`src/rtl/strip_divider.sv`:
```
module strip_divider #(
  parameter int PIX_W = 12,
  parameter int SEG0  = 1667,
  parameter int SEG1  = 1667,
  parameter int SEG2  = 1666
) (
  input  logic                 clk,
  input  logic                 rst_n,
  input  logic                 in_valid,
  input  logic                 in_sol,
  input  logic [PIX_W-1:0]     in_pix,
  output logic [2:0]           lane_vld,
  output logic [2:0]           lane_sol,
  output logic [2:0]           lane_eol,
  output logic [3*PIX_W-1:0]   lane_pix,
  output logic                 len_err
);
  localparam int SEG_MAX = (SEG0 > SEG1) ? ((SEG0 > SEG2) ? SEG0 : SEG2)
                                         : ((SEG1 > SEG2) ? SEG1 : SEG2);
  localparam int CNT_W   = $clog2(SEG_MAX + 1);
  localparam logic [CNT_W-1:0] LAST0 = CNT_W'(SEG0 - 1);
  localparam logic [CNT_W-1:0] LAST1 = CNT_W'(SEG1 - 1);
  localparam logic [CNT_W-1:0] LAST2 = CNT_W'(SEG2 - 1);

  logic [1:0]       lane_q;
  logic [CNT_W-1:0] cnt_q;
  logic [1:0]       cur_lane;
  logic [CNT_W-1:0] cur_cnt;
  logic [CNT_W-1:0] cur_last;
  logic [2:0]       cur_hot;
  logic             seg_end;
  logic             at_origin;

  assign at_origin = (lane_q == 2'd0) && (cnt_q == '0);
  assign cur_lane  = in_sol ? 2'd0 : lane_q;
  assign cur_cnt   = in_sol ? '0   : cnt_q;
  assign seg_end   = (cur_cnt == cur_last);
  assign cur_hot   = 3'b001 << cur_lane;

  always_comb begin
    case (cur_lane)
      2'd0:    cur_last = LAST0;
      2'd1:    cur_last = LAST1;
      default: cur_last = LAST2;
    endcase
  end

  always_ff @(posedge clk) begin
    if (!rst_n) begin
      lane_q   <= 2'd0;
      cnt_q    <= '0;
      lane_vld <= '0;
      lane_sol <= '0;
      lane_eol <= '0;
      len_err  <= 1'b0;
    end else begin
      lane_vld <= in_valid ? cur_hot : 3'b000;
      lane_sol <= (in_valid && cur_cnt == '0) ? cur_hot : 3'b000;
      lane_eol <= (in_valid && seg_end) ? cur_hot : 3'b000;
      if (in_valid) begin
        if (in_sol && !at_origin) len_err <= 1'b1;
        if (seg_end) begin
          cnt_q  <= '0;
          lane_q <= (cur_lane == 2'd2) ? 2'd0 : cur_lane + 2'd1;
        end else begin
          cnt_q  <= cur_cnt + 1'b1;
          lane_q <= cur_lane;
        end
      end
    end
  end

  for (genvar k = 0; k < 3; k++) begin : g_lane
    always_ff @(posedge clk) begin
      if (!rst_n)
        lane_pix[k*PIX_W +: PIX_W] <= '0;
      else if (in_valid && cur_hot[k])
        lane_pix[k*PIX_W +: PIX_W] <= in_pix;
    end
  end
endmodule

```
`config.mk`:
```
export PLATFORM = sky130hd
export DESIGN_NAME = strip_divider
export DESIGN_NICKNAME = d
export VERILOG_FILES = /design/src/rtl/strip_divider.sv
export SDC_FILE = /design/constraint.sdc
export NUM_CORES = 1
export LEC_CHECK = 0
export BUFFER_PORTS_ARGS = -buffer_cell sky130_fd_sc_hd__clkbuf_2
export CAP_MARGIN = 10
export CORE_MARGIN = 2
export CORE_UTILIZATION = 24
export DETAILED_ROUTE_END_ITERATION = 6
export GPL_ROUTABILITY_DRIVEN = 1
export GPL_TIMING_DRIVEN = 0
export PLACE_DENSITY = 0.5
export SLEW_MARGIN = 20
export SYNTH_ARGS = -nofsm -noshare
export SYNTH_HDL_FRONTEND = slang
export SYNTH_SLANG_ARGS = --single-unit
```
`constraint.sdc`:
```
create_clock -name clk -period 1.93 [get_ports clk]
set_input_delay 0.579 -clock clk [delete_from_list [all_inputs] [get_ports clk]]
set_output_delay 0.579 -clock clk [all_outputs]
set_load 0.02 [all_outputs]
```
Word-level counts from Yosys, hierarchy flattened
Cells that the tools add are included.
- latch bits: 0
- memory bits (read-only): 0
- logic and storage cells: 38
- output and inout port bits: 46
- flip-flop bits (word level): 59
- memories kept: 0
- memory bits (writable): 0
- add/subtract/negate cells: 2
- reduce and logical (&&, ||, !) cells: 17
- bitwise gates (word level): 0
- $mul: 0
- shifts and indexed selects: 1
- magnitude comparators: 0
- eq/ne operators: 3
- muxes and demuxes: 6
- divide/modulo/power cells: 0
- operators with widths (kind ; count):
    11-bit logical NOT ; 2
    11-bit 2-to-1 mux ; 2
    11-bit by 1-bit adder with 11-bit output (second input constant) ; 1
    11-bit equality test ; 1
    2-bit 2-to-1 mux ; 4
    2-bit AND reduction ; 4
    1-bit logical AND ; 7
    2-bit logical NOT ; 2
    1-bit by 2-bit << shifter with 3-bit output (first input constant) ; 1
    2-bit by 1-bit adder with 2-bit output (second input constant) ; 1
    2-bit by 1-bit equality test with 1-bit output (second input constant) ; 1
    2-bit equality test (second input constant) ; 1
    2-bit OR reduction ; 1
    1-bit logical NOT ; 1

Longest topological paths before layout
Gate-level depths: netlist of run 1.
- depth after elaboration: 7
- gate-level depth with buffers: 6
- gate-level depth less buffers: 4

Worst setup path before layout of run 1
No wires, ideal clock.
- path type: input port to flip-flop
- from: in in_sol
- to: reg lane_pix[14]
- buffers on the path: 2
- path slack: 0.260 ns
- library setup time: 0.132 ns
- stages: 6
- data required time: 1.798 ns
- arrival time: 1.538 ns
- path through: nand2b_1 buf_2 or3b_1 buf_2 nand2_1 a21oi_1
- word-level cells in the longest chain between the ends: 3
- ends and longest elaborated chain (what ; line ; RTL):
    start, declared ; 10 ; input logic in_sol,
    2-bit 2-to-1 mux ; 35 ; assign cur_lane = in_sol ? 2'd0 : lane_q;
    1-bit by 2-bit << shifter with 3-bit output ; 38 ; assign cur_hot = 3'b001 << cur_lane;
    1-bit logical AND ; 77 ; else if (in_valid && cur_hot[k])
    end signal, assigned by index ; 78 ; lane_pix[k*PIX_W +: PIX_W] <= in_pix;
    end, declared ; 15 ; output logic [3*PIX_W-1:0] lane_pix,
Every way passes these cells.
A chain may end at the register's enable or synchronous reset.

Final worst setup path of run 1
- from: in in_sol
- to: reg lane_pix[9]
Same word-level chain as after synthesis.

==> impl_metrics.ini, run 1 <==
[worst_setup_path]
crit_top_cell = clkbuf_1
crit_type = in2reg
timing.rr.end = lane_pix[9]
crit_family = buffers and inverters
start_kind = input port
critPathLaunch = in_sol
critical-path-slowest-cell = clkbuf_1
ff2ff_path_depth = 5
path_max_fanout = 10
rr_startpoint = lane_q[1]
crit_buf_inv = 3
reg2reg_slack_ps = 230
critPathArrivalTime_ps = 1980
critPathMaxStageDelay_ps = 420
cp_cell_sequence = clkbuf_2 -> clkbuf_1 -> o21a_1 -> clkbuf_1 -> nand2_1 -> a21oi_1
cp.depth = 6
cp-end-kind = flop
crit_required_ps = 2190
endpoint = lane_pix[9]

[synth]
synthesis.nets = 313
syn_area_um2 = 2400
synthMuxAreaShare_pct = 0
synth_top_family_by_area = simple AND/OR/NAND/NOR gates
synthCells = 297
synthDistinctLibCells = 44
synth_fa_ha_area_share_pct = 0
synth-simple-area-share_pct = 28.3
ys_seq_area_share_pct = 49.3
synth-compound-area-share_pct = 17.4
synth_seq_cells = 59
yosys_warnings = 0
avgSynthCellArea_um2 = 8.07
synth-xor-area-share_pct = 0

[place]
place.gp.congestion = 0.792
place_area_um2 = 2870
port_buffers = 61
place_hpwl_mm = 5.08

[clocking]
cts_buffers = 9
h-tree-depth = 3
cts.sinks = 59
post_cts_buffers = 0
clk_path_buf_depth = 2
clk_pin_slew_ps = 70
ctsHoldBuffers = 0
clkLatencyLatePin_ps = 330
cts_tree = yes
clock-root-buffer = clkbuf_8
cts_resized = 0

[route]
viasPerCell = 4.61
wire_per_inst_um = 13.6
remaining_drc_errors = 0
ant_nets = 0
drt_iter0_markers = 121
wirelength_mm = 6.88
dr_total_vias = 2333
drt_pre_antenna_iters = 4

[timing]
hold_violations = 0
finClkSkew_ps = 7.20
slew_violations = 0
max_slew_margin_pct = 60.5
fmax_mhz = 581
worst_pin_slew_ps = 592
rsz0062_at_grt = false
finalCritPeriodShare_pct = 89.1
setup_viol = 0
fin_tns_setup_ps = 0
period_needed_ps = 1720

[global_routing]
grt_start_max_net_pins = 11
grt_util_all_layers_pct = 13.1
antenna_found_initial = 0
grt_pass1_wl_mm = 11.4
grt_pass1_vias = 2219
grt-ovfl-total = 0

[finish]
finalInstanceArea_um2 = 3090
nets = 385
drive_above_1_share_pct = 24.4
fillers = 1047
n_antenna_cell = 0
syn_to_final_growth_pct = 29.1
seq_area_um2 = 1180
multi_input_area_um2 = 1100

[power_and_ir_drop]
ir_drop_uv = 322
p_per_area_nw_per_um2 = 874
leakage_uw = 0.00124

[min_path]
worstHoldStart = lane_pix[11]
hold_class = reg2reg

[floorplanning]
dieArea_um2 = 10800
die_x_um = 104
start_util_pct = 24.6
ios = 62
rows = 36
die_height_um = 104
core_um2 = 9730

[run_status]
status = completed

[run]
drv_cap = 0
[power by group]
group	internal (uW)	total (uW)	switching, uW	leakage, uW
Clock	791	1280	494	0.000115
Combinational	53.4	175	121	0.000648
Sequential	1240	1250	9.04	0.000478
Total	2080	2710	624	0.00124
[cells in the final DEF, fill, tap and decap left out, types with 4 or more instances in the layout]
cell and count:
nand2_1 81, clkbuf_2 61, dfxtp_1 59, a21oi_1 41, nor2_1 13, clkbuf_1 11
clkbuf_8 11, buf_2 9, inv_1 8, nand3_1 8, o21ai_0 7, nor3_1 6
nor4_1 4
[cells by family after synthesis]
group | after synthesis
DFF | 59
and+or+nand+nor | 140
buffers and inverters | 29
AOI/OAI and AO/OA | 69
[how the worst min path moves through the flow]
stage                        end  cells after the start
floorplan               cnt_q[7]                      2
global placement    lane_pix[21]                      2
detailed placement  lane_pix[11]                      2
CTS                 lane_pix[11]                      2
global route        lane_pix[18]                      2
finish              lane_pix[11]                      2
[per-layer routing]
layer / track usage [%] / part of all wire (%)
met4: 5.02 / 1.1
met1: 17.3 / 48
met5: 0 / 0
met3: 3.20 / 4.6
met2: 20.7 / 47
[synth_stat cells (all sizes together)]
library cell  instances  area (um2)
o41ai                 1        8.76
a21oi                41         205
clkbuf               11        41.3
nor2b                 2        12.5
a32o                  1        10.0
nand2b                1        6.26
nand2                81         304
nor3                  6        30.0
nand3                 8        40.0
or3                   2        12.5
a41oi                 1        8.76
nand4                 2        12.5
nand3b                2        15.0
inv                   8        30.0
o21ai                 8        40.0
nand4b                1        8.76
o21a                  3        22.5
a21o                  1        7.51
a2bb2oi               1        8.76
nor3b                 3        32.5
or3b                  3        26.3
a31oi                 3        18.8
buf                  10        48.8
or2                   1        6.26
dfxtp                59        1180
nor4                  5        37.5
o211a                 1        17.5
and3b                 2        17.5
o211ai                1        7.51
a41o                  1        10.0
o221a                 1        11.3
nor4b                 2        17.5
a311oi                1        8.76
or4                   1        7.51
and4b                 2        20.0
o2111ai               2        17.5
and3                  2        12.5
nor2                 13        48.8
nor4bb                1        10.0
a211oi                2        15.0
[through the flow]
stage	cells	utilization [%]	setup WS (ps)	total power, uW	hold WS, ps
6_report	506	31.8	210	2710	455
4_1_cts	506	31.8	216	2730	456
3_3_place_gp	491	29.5	-120	1450	442
2_1_floorplan	297	-	260	1370	495
5_1_grt	506	31.8	80.9	2810	478
3_5_place_dp	491	29.5	-118	1450	446
[state kept, by name (all words and copies together), names as in the netlist]
name and flops:
lane_sol 3, lane_pix 36, lane_q 2, cnt_q 11, lane_eol 3, len_err 1
lane_vld 3
[worst register-to-register path, stage by stage, from the launching register on]
cell	delay [ps]
dfxtp_1	500
nor2_1	170
o21ai_1	420
buf_2	320
nand2_1	80
a21oi_1	130
[cell type report]
class / instances / area share, %
Timing Repair Buffer: 61 / 9.87
Inverter: 8 / 0.970
Sequential cell: 59 / 38.2
Tap cell: 133 / 5.38
Multi-Input combinational cell: 209 / 35.4
Clock buffer: 11 / 4.89
Clock inverter: 4 / 2.39
Buffer: 21 / 2.91
Note: power is estimated with default switching activity, not from simulation.
==> run 2: changes to the inputs <==
ABC_CLOCK_PERIOD_IN_PS = 1930   (was unset)
GPL_TIMING_DRIVEN = unset   (was 0)
RECOVER_POWER = 25   (was unset)
==> run 2 against run 1 <==
Against the previous run:
- utilization is 0.21 points lower
- critical path depth is 2 lower
- clock power hardly changed
- die area stayed put
- worst setup slack better by 3.1 ps
- sequential power hardly changed
- first-iteration DRC count is 9.1% higher
- global-route usage is 0.39 points lower
- flip-flop and latch count stayed put
- power is 0.85% lower
- worst hold slack better by 3.0 ps
- fmax is 0.18% higher
- highest routed layer unchanged
==> impl_metrics.ini, run 2 (same netlist as run 1, synthesis figures left out) <==
[run_status]
status = completed

[route]
remaining_drc_errors = 0
wl_met2_mm = 2.95
ant_nets = 0
drt_pre_antenna_iters = 4
drt-met1-wl_mm = 3.24
wire_per_inst_um = 13.3
met3WireLength_um = 273
drt_iter0_markers = 132
dr_total_vias = 2305
wirelength_mm = 6.65
viasPerCell = 4.62
highest_layer = met4

[global_routing]
grt-ovfl-total = 0
grt_util_all_layers_pct = 12.7
grt_pass1_wl_mm = 11.0
grt_pass1_vias = 2137
grt_start_max_net_pins = 41
antenna_found_initial = 0

[clocking]
cts_tree = yes
clk_path_buf_depth = 2
cts_resized = 0
ctsHoldBuffers = 0
cts_buffers = 9
h-tree-depth = 3
post_cts_buffers = 0
cts.sinks = 59
clk_pin_slew_ps = 80
clkLatencyLatePin_ps = 340
clock-root-buffer = clkbuf_8

[worst_setup_path]
critPathMaxStageDelay_ps = 540
ff2ff_path_depth = 4
critPathArrivalTime_ps = 1980
cp_cell_sequence = and3b_1 -> o2111ai_1 -> o21ai_0 -> a21oi_1
timing.rr.end = cnt_q[7]
critPathLaunch = cnt_q[1]
cp.depth = 4
critical-path-slowest-cell = o2111ai_1
reg2reg_slack_ps = 210
start_kind = flop
path_max_fanout = 11
crit_buf_inv = 0
crit_type = reg2reg
crit_family = compound AO/OA/AOI/OAI gates
endpoint = cnt_q[7]
rr_startpoint = cnt_q[1]
crit_required_ps = 2190
cp-end-kind = flop

[finish]
drive_above_1_share_pct = 20.5
nets = 377
largest_registers = lane_pix x36, cnt_q x11
final_common_cell = nand2_1
largest_reg_flops = 36
final_util_pct = 31.6
final_cell_mix = 81 x nand2_1, 59 x dfxtp_1, 44 x clkbuf_2, 41 x a21oi_1, 19 x clkbuf_1
n_antenna_cell = 0
fin_cells = 499
syn_to_final_growth_pct = 28.2
largest-register = lane_pix
fillers = 1081

[place]
place_hpwl_mm = 4.79
port_buffers = 61
placed_cells = 483
preCtsSetupSlack_ps = 52.3
place.gp.congestion = 0.792

[timing]
finClkSkew_ps = 6.92
finalCritPeriodShare_pct = 88.9
period_needed_ps = 1720
setup_viol = 0
hold_violations = 0
fin_tns_setup_ps = 0
worst_pin_slew_ps = 634
rsz0062_at_grt = false
fmax_mhz = 583
slew_violations = 0
setup_slack_ps = 213
max_slew_margin_pct = 57.7

[power_and_ir_drop]
p_per_area_nw_per_um2 = 872
ir_drop_uv = 263
power_uw = 2680
leakage_uw = 0.00119

[floorplanning]
dieArea_um2 = 10800
core_um2 = 9730
start_util_pct = 24.6
ios = 62
die_height_um = 104
die_x_um = 104
rows = 36

[min_path]
hold_class = reg2reg
whs_path_depth = 2

[run]
drv_cap = 0
[run 2: cell types whose count changed in the layout (fill, tap and decap cells not counted), sizes merged]
cell and change:
clkinv +2, clkbuf -11, inv +1, buf +1
[run 2: per-layer routing]
metal / global-route usage (%) / vias up
met5: 0 / -
met4: 7.63 / 0
met3: 2.51 / 15
met2: 18.4 / 66
met1: 17.5 / 1070
li1: - / 1154
[run 2: how the worst min path moves through the flow]
stage                     slack (ps)            to    startpoint
final                            460  lane_pix[14]  lane_pix[14]
after global routing             480   lane_pix[4]   lane_pix[4]
after CTS                        460  lane_pix[23]  lane_pix[23]
after detailed placement         450  lane_pix[23]  lane_pix[23]
after global placement           440  lane_pix[22]  lane_pix[22]
after floorplan                  490      cnt_q[7]      cnt_q[7]
[run 2: power breakdown]
group          switching, uW  internal, uW  leakage [uW]  total (uW)
Clock                    528           735      0.000114        1260
Sequential              15.1          1240      0.000478        1250
Combinational            112          55.5      0.000597         167
Total                    655          2030       0.00119        2680
[run 2: layout make-up]
type,count,area (um2),area share [%]
flip-flops and latches,59,1180,38.4
repair buffers,74,387,12.6
multi-input cells,209,1090,35.3
clock inverters,7,100,3.26
inverters,8,30.0,0.977
clock buffers,9,124,4.03
well taps,133,166,5.41
[run 2: worst min-delay path: stages (launching register included)]
cell and delay, ps:
dfxtp_1 310, nand2_1 50, a21oi_1 50
[run 2: metrics by stage]
step / instance area [um2] / hold slack, ps
floorplan: 2400 / 495
global placement: 2890 / 443
detailed placement: 2890 / 448
CTS: 3110 / 458
global route: 3070 / 478
finish: 3070 / 458
